## config.mk

```make
export PLATFORM = sky130hd
export DESIGN_NAME = burst_pacer
export DESIGN_NICKNAME = d
export VERILOG_FILES = /design/src/rtl/burst_pacer_pkg.sv /design/src/rtl/burst_pacer_seq.sv /design/src/rtl/burst_pacer_io.sv /design/src/rtl/burst_pacer.sv
export SDC_FILE = /design/constraint.sdc
export NUM_CORES = 1
export LEC_CHECK = 0
export BUFFER_PORTS_ARGS = -buffer_cell sky130_fd_sc_hd__buf_2
export CAP_MARGIN = 0
export CORE_UTILIZATION = 51
export DETAILED_ROUTE_END_ITERATION = 8
export HOLD_SLACK_MARGIN = 0.03
export PLACE_DENSITY = 0.83
export SLEW_MARGIN = 25
export SYNTH_ARGS = -nofsm -noshare
export SYNTH_HDL_FRONTEND = slang
export SYNTH_HIERARCHICAL = 1
export SYNTH_SLANG_ARGS = --single-unit
```

## constraint.sdc

```tcl
create_clock -name clk_i -period 2.17 [get_ports clk_i]
set_clock_uncertainty 0.15 [all_clocks]
set_input_delay 0.3255 -clock clk_i [delete_from_list [all_inputs] [get_ports clk_i]]
set_output_delay 0.3255 -clock clk_i [all_outputs]
set_load 0.005 [all_outputs]
```

## src/rtl/burst_pacer_pkg.sv

```systemverilog
package burst_pacer_pkg;

    typedef enum logic [1:0] {
        KIND_SYNC_ARRAY = 2'd0,
        KIND_SYNC_OTHER = 2'd1,
        KIND_ASYNC_RD   = 2'd2,
        KIND_WRITE      = 2'd3
    } access_kind_e;

    function automatic logic kind_is_sync(input access_kind_e k);
        return (k == KIND_SYNC_ARRAY) || (k == KIND_SYNC_OTHER);
    endfunction

endpackage

```

## src/rtl/burst_pacer_seq.sv

```systemverilog
module burst_pacer_seq #(
    parameter int DATA_W     = 16,
    parameter int HOLD_LONG  = 2,
    parameter int HOLD_SHORT = 1
) (
    input  logic              clk_i,
    input  logic              rst_ni,
    input  logic              ce_act_i,
    input  logic              hold_long_i,
    input  logic              src_valid_i,
    input  logic [DATA_W-1:0] src_data_i,
    output logic [DATA_W-1:0] word_o,
    output logic              word_valid_o,
    output logic              hold_long_o,
    output logic              load_o
);
    localparam int CNT_W = $clog2(HOLD_LONG + 1);

    typedef struct packed {
        logic              ce_seen;
        logic              hold_long;
        logic [CNT_W-1:0]  cnt;
        logic              valid;
        logic [DATA_W-1:0] word;
    } pacer_st_t;

    pacer_st_t st_q, st_d;
    logic      burst_start;
    logic      hold_eff;
    logic      load;

    always_comb begin
        st_d        = st_q;
        load        = 1'b0;
        burst_start = ce_act_i && !st_q.ce_seen;
        hold_eff    = burst_start ? hold_long_i : st_q.hold_long;
        st_d.ce_seen = ce_act_i;
        if (!ce_act_i) begin
            st_d.cnt   = '0;
            st_d.valid = 1'b0;
            st_d.word  = '0;
        end else begin
            st_d.hold_long = hold_eff;
            if (st_q.cnt <= CNT_W'(1)) begin
                if (src_valid_i) begin
                    load       = 1'b1;
                    st_d.word  = src_data_i;
                    st_d.valid = 1'b1;
                    st_d.cnt   = hold_eff ? CNT_W'(HOLD_LONG) : CNT_W'(HOLD_SHORT);
                end else begin
                    st_d.cnt   = '0;
                    st_d.valid = 1'b0;
                    st_d.word  = '0;
                end
            end else begin
                st_d.cnt = st_q.cnt - CNT_W'(1);
            end
        end
    end

    always_ff @(posedge clk_i or negedge rst_ni) begin
        if (!rst_ni) begin
            st_q.ce_seen   <= 1'b1;
            st_q.hold_long <= 1'b1;
            st_q.cnt       <= '0;
            st_q.valid     <= 1'b0;
            st_q.word      <= '0;
        end else begin
            st_q <= st_d;
        end
    end

    assign word_o       = st_q.word;
    assign word_valid_o = st_q.valid;
    assign hold_long_o  = st_q.hold_long;
    assign load_o       = load;

endmodule

```

## src/rtl/burst_pacer_io.sv

```systemverilog
module burst_pacer_io
    import burst_pacer_pkg::*;
#(
    parameter int DATA_W = 16
) (
    input  logic              ce_act_i,
    input  logic              oe_act_i,
    input  access_kind_e      kind_i,
    input  logic              word_valid_i,
    input  logic [DATA_W-1:0] word_i,
    output logic [DATA_W-1:0] dq_o,
    output logic              dq_oe_o,
    output logic              wait_o,
    output logic              wait_oe_o
);
    logic sync_kind;

    always_comb begin
        sync_kind = kind_is_sync(kind_i);
        dq_oe_o   = ce_act_i && oe_act_i;
        dq_o      = (dq_oe_o && word_valid_i) ? word_i : '0;
        wait_oe_o = ce_act_i && (oe_act_i || !sync_kind);
        wait_o    = wait_oe_o && oe_act_i && sync_kind && !word_valid_i;
    end

endmodule

```

## src/rtl/burst_pacer.sv

```systemverilog
module burst_pacer
    import burst_pacer_pkg::*;
#(
    parameter int DATA_W     = 16,
    parameter int HOLD_LONG  = 2,
    parameter int HOLD_SHORT = 1
) (
    input  logic              clk_i,
    input  logic              rst_ni,
    input  logic              ce_ni,
    input  logic              oe_ni,
    input  logic [1:0]        rd_mode_i,
    input  logic              hold_long_i,
    input  logic              src_valid_i,
    input  logic [DATA_W-1:0] src_data_i,
    output logic [DATA_W-1:0] dq_o,
    output logic              dq_oe_o,
    output logic              wait_o,
    output logic              wait_oe_o
);
    logic              ce_act;
    logic              oe_act;
    logic [DATA_W-1:0] word;
    logic              word_valid;
    logic              hold_long_q;
    logic              load_w;
    access_kind_e      kind;

    assign ce_act = !ce_ni;
    assign oe_act = !oe_ni;
    assign kind   = access_kind_e'(rd_mode_i);

    burst_pacer_seq #(
        .DATA_W     (DATA_W),
        .HOLD_LONG  (HOLD_LONG),
        .HOLD_SHORT (HOLD_SHORT)
    ) u_seq (
        .clk_i        (clk_i),
        .rst_ni       (rst_ni),
        .ce_act_i     (ce_act),
        .hold_long_i  (hold_long_i),
        .src_valid_i  (src_valid_i),
        .src_data_i   (src_data_i),
        .word_o       (word),
        .word_valid_o (word_valid),
        .hold_long_o  (hold_long_q),
        .load_o       (load_w)
    );

    burst_pacer_io #(
        .DATA_W (DATA_W)
    ) u_io (
        .ce_act_i     (ce_act),
        .oe_act_i     (oe_act),
        .kind_i       (kind),
        .word_valid_i (word_valid),
        .word_i       (word),
        .dq_o         (dq_o),
        .dq_oe_o      (dq_oe_o),
        .wait_o       (wait_o),
        .wait_oe_o    (wait_oe_o)
    );

endmodule

```

==> results.txt <==
- Setup TNS after final layout: 0 ns
- The number of antenna violations at the first check in global routing was 0.
* Share of the synthesized area in the top cell type: 43.0%
- In the finished design, the share of the clock period the worst path needs comes to 81.2%.
* Hold violation total from the final report: 0
- TritonCTS built the clock tree.
* Mean instance size in the synthesized netlist: 12.3 sq um
- IR analysis of the VDD net gives a maximum drop of 0.000460 V.
* Total via count after detailed routing: 767
- Final-stage net count: 141
* Most repeated cell in the gate-level netlist after synthesis: dfrtp_1
- Counting both buffers and inverters, the worst setup path holds a total of 1.
* Clock network latency to the later pin of the worst-skew pair: 0.28 ns
* Worst Reg2Reg Path Length in Cells: 3
- Measured on the finished design, the core utilization comes to 60.1%.
- Fraction of final layout cells sized beyond drive strength 1: 43.1%
* Arrival time reported for the critical path endpoint: 1.29 ns
- In the global route stage, met1 resource usage came out at 25.5%.
* Startpoint-to-endpoint class of the critical path: flop to primary output
- Cts bufs inserted: 3
- Run status: completed
* GR met2 Demand/Resource: 29.1%
- Number of synthesized flops with an enable pin: 0
- Non-filler cells, final: 143
- After synthesis, flip-flops and latches occupy 47.8% of the total area.
- Starting Density: 55.2%
- ANT nets after route: 0
- Number of inserted filler cells in the final layout: 187
- Post-synth net total: 114
- In this run the most used layer during global routing was met2.
* Number of flip-flops and latches in the synthesized netlist: 21
- Path type of the worst min-delay path: primary input to flop
- Diodes inserted: 0
* Inst Count DP: 138
* Normalized max-slew margin: 65.9%
* Global-route wire length before repair: 3330 um
* CP max stage delay: 0.55 ns
- Total standard cell area after synthesis: 1100 sq um
* Die extent in y: 48.5 um
- Highest-delay cell along the critical path: dfrtp_1
- OpenSTA, run right after detailed placement, puts the worst setup slack at 0.397 ns.
- Synth async-reset ratio: 100%
- Clock-pin slew was measured on the worst setup and hold paths at 0.11 ns.
* Vias per inst: 5.36
* Drt total wl: 1950 um
- Slew at the pin with the worst max-slew slack: 0.511 ns
- FF-to-FF setup slack: 0.91 ns
- # hold bufs at CTS: 1
- Layout-stage area growth over the synthesis result: 8.95%
- Overall fraction of global-route tracks in use: 18.1%
- Tracing the worst setup path back leads to its startpoint at u_seq/word_valid_o$_DFFE_PN0P_.
- Leakage component of the power: 0.660 nW
* Number of stages on the worst setup path: 2
- Cells taking the most area after synthesis: dfrtp_1 43%, a22o_1 13%, and4_1 13%
* Element type at the critical path start: flop
* Maximum number of pins on one net before global-route repair: 24
- Number of failing setup endpoints in the final timing report: 0
- Iteration-0 DRC count of the detailed router: 16
- Across all setup checks in the final design, the least slack found is 0.407 ns.
- Core Region: 2000 sq um
- Critical path data required time: 1.69 ns
- WL/cell: 13.6 um
- Post-layout min period: 1.76 ns
- CTS sink cnt: 21
- Drt first pass iters: 4
- Postcts setup bufs: 0
* Max-cap violation count: 0
* Grt met3 use: 3.14%
- Buffers on Ports: 41
* Worst setup endpoint: wait_o
* Synth cell types: 18
* Yosys top cell by area: dfrtp_1
- Static timing analysis puts the maximum clock frequency at 567 MHz.
- Walking the worst path, the cells encountered are nor4bb_1 -> buf_2.
- In this run the deepest clock path goes through 2 buffers.
* Total die area: 2360 sq um
- Yosys warnings: 6
- After global routing the overflow that remains totals 0.
- Width of the die: 48.5 um
- STA classifies the critical path endpoint as a primary output.
- Gp weighted congestion: 0.710
- Vias in the first global route: 702
- The number of max-slew violations in the final report came to 0.
- Root buf cell: clkbuf_4
- Detailed-route DRC error count: 0
- For this run, the leading register cell type out of synthesis is dfrtp_1.
* Maximum level of the CTS H-tree: 1
- DP Wirelength: 1370 um
* Power Density: 573 nW/um^2
- Cells after Synth: 90
* Worst-path maximum fanout: 18
* Synth top cells by count: 19 x dfrtp_1, 17 x a22o_1, 17 x buf_4
* Worst r2r src: u_seq/st_q[18]$_DFF_PN0_
- Once the clock tree was built, the resizer swapped 0 gates to a different size.
- Number of ports placed on the die boundary: 43
* Cell family with most CP delay: flip-flops
* Setup repair after global routing missed its margin: no
- In this run the critical register-to-register path is captured at u_seq/word_o[0]$_DFFE_PN0P_.
- After floorplanning, the core was divided into 16 placement rows.
## metal layers
layer  vias up  routed length [um]
li1        378                   -
met1       364                 942
met5         -                   0
met3         2                 101
met4         0                  13
met2        23                 894
## cell usage in the layout (no fill, tap or decap), drive strengths merged
cell type,n
a21o,1
a22o,17
and2,2
and4,16
buf,43
clkbuf,4
dfrtp,19
dfstp,2
dlygate4sd3,1
inv,4
mux2,1
mux2i,1
nand2b,1
nand3b,1
nor4bb,1
o21a,1
o2bb2ai,1
## cell families (layout without fill, tap and decap cells)
logic type,Yosys count,count (layout),share of synthesized area (%)
mux,2,2,1.93
compound gates,20,20,15.6
flops,21,21,47.8
buf+inv,26,52,18.7
simple gates,21,21,16.0
## registers in the layout, indices dropped and copies added, names as in the netlist
register	cells
u_seq/word_valid_o	1
u_seq/hold_long_o	1
u_seq/st_q	3
u_seq/word_o	16
## final cells by class
class	count	area [sq um]	share of cell area (%)
multi-input combinational	43	370	30.8
tap	27	33.8	2.81
clock buffer	4	26.3	2.18
timing repair buffer	44	230	19.1
inverter	4	15.0	1.25
sequential	21	528	43.9
## metrics by stage
stage                     hold WS (ns)  cell area, sq um  total power, mW
final                            0.104              1200            0.690
after global routing            0.0797              1200            0.737
after CTS                       0.0980              1200            0.698
after detailed placement         0.147              1170            0.523
after global placement           0.143              1170            0.519
after floorplan                 -0.120              1100            0.508
## how the worst min path moves through the flow
stage | start | to | slack [ns] | depth (start not counted)
final | src_data_i[6] | u_seq/word_o[6]$_DFFE_PN0P_ | 0.10 | 2
after CTS | src_data_i[6] | u_seq/word_o[6]$_DFFE_PN0P_ | 0.1 | 2
after detailed placement | rst_ni | u_seq/word_o[3]$_DFFE_PN0P_ | 0.15 | 1
after floorplan | rst_ni | u_seq/st_q[17]$_DFF_PN0_ | -0.12 | 0
after global routing | src_data_i[5] | u_seq/word_o[5]$_DFFE_PN0P_ | 0.08 | 2
after global placement | rst_ni | u_seq/st_q[18]$_DFF_PN0_ | 0.14 | 1
## power by group
group          switching (mW)  total (mW)  internal (mW)
combinational          0.0428      0.0853         0.0425
clock                   0.102       0.173         0.0712
sequential             0.0156       0.431          0.416
Power figures use the tool's default switching activity.
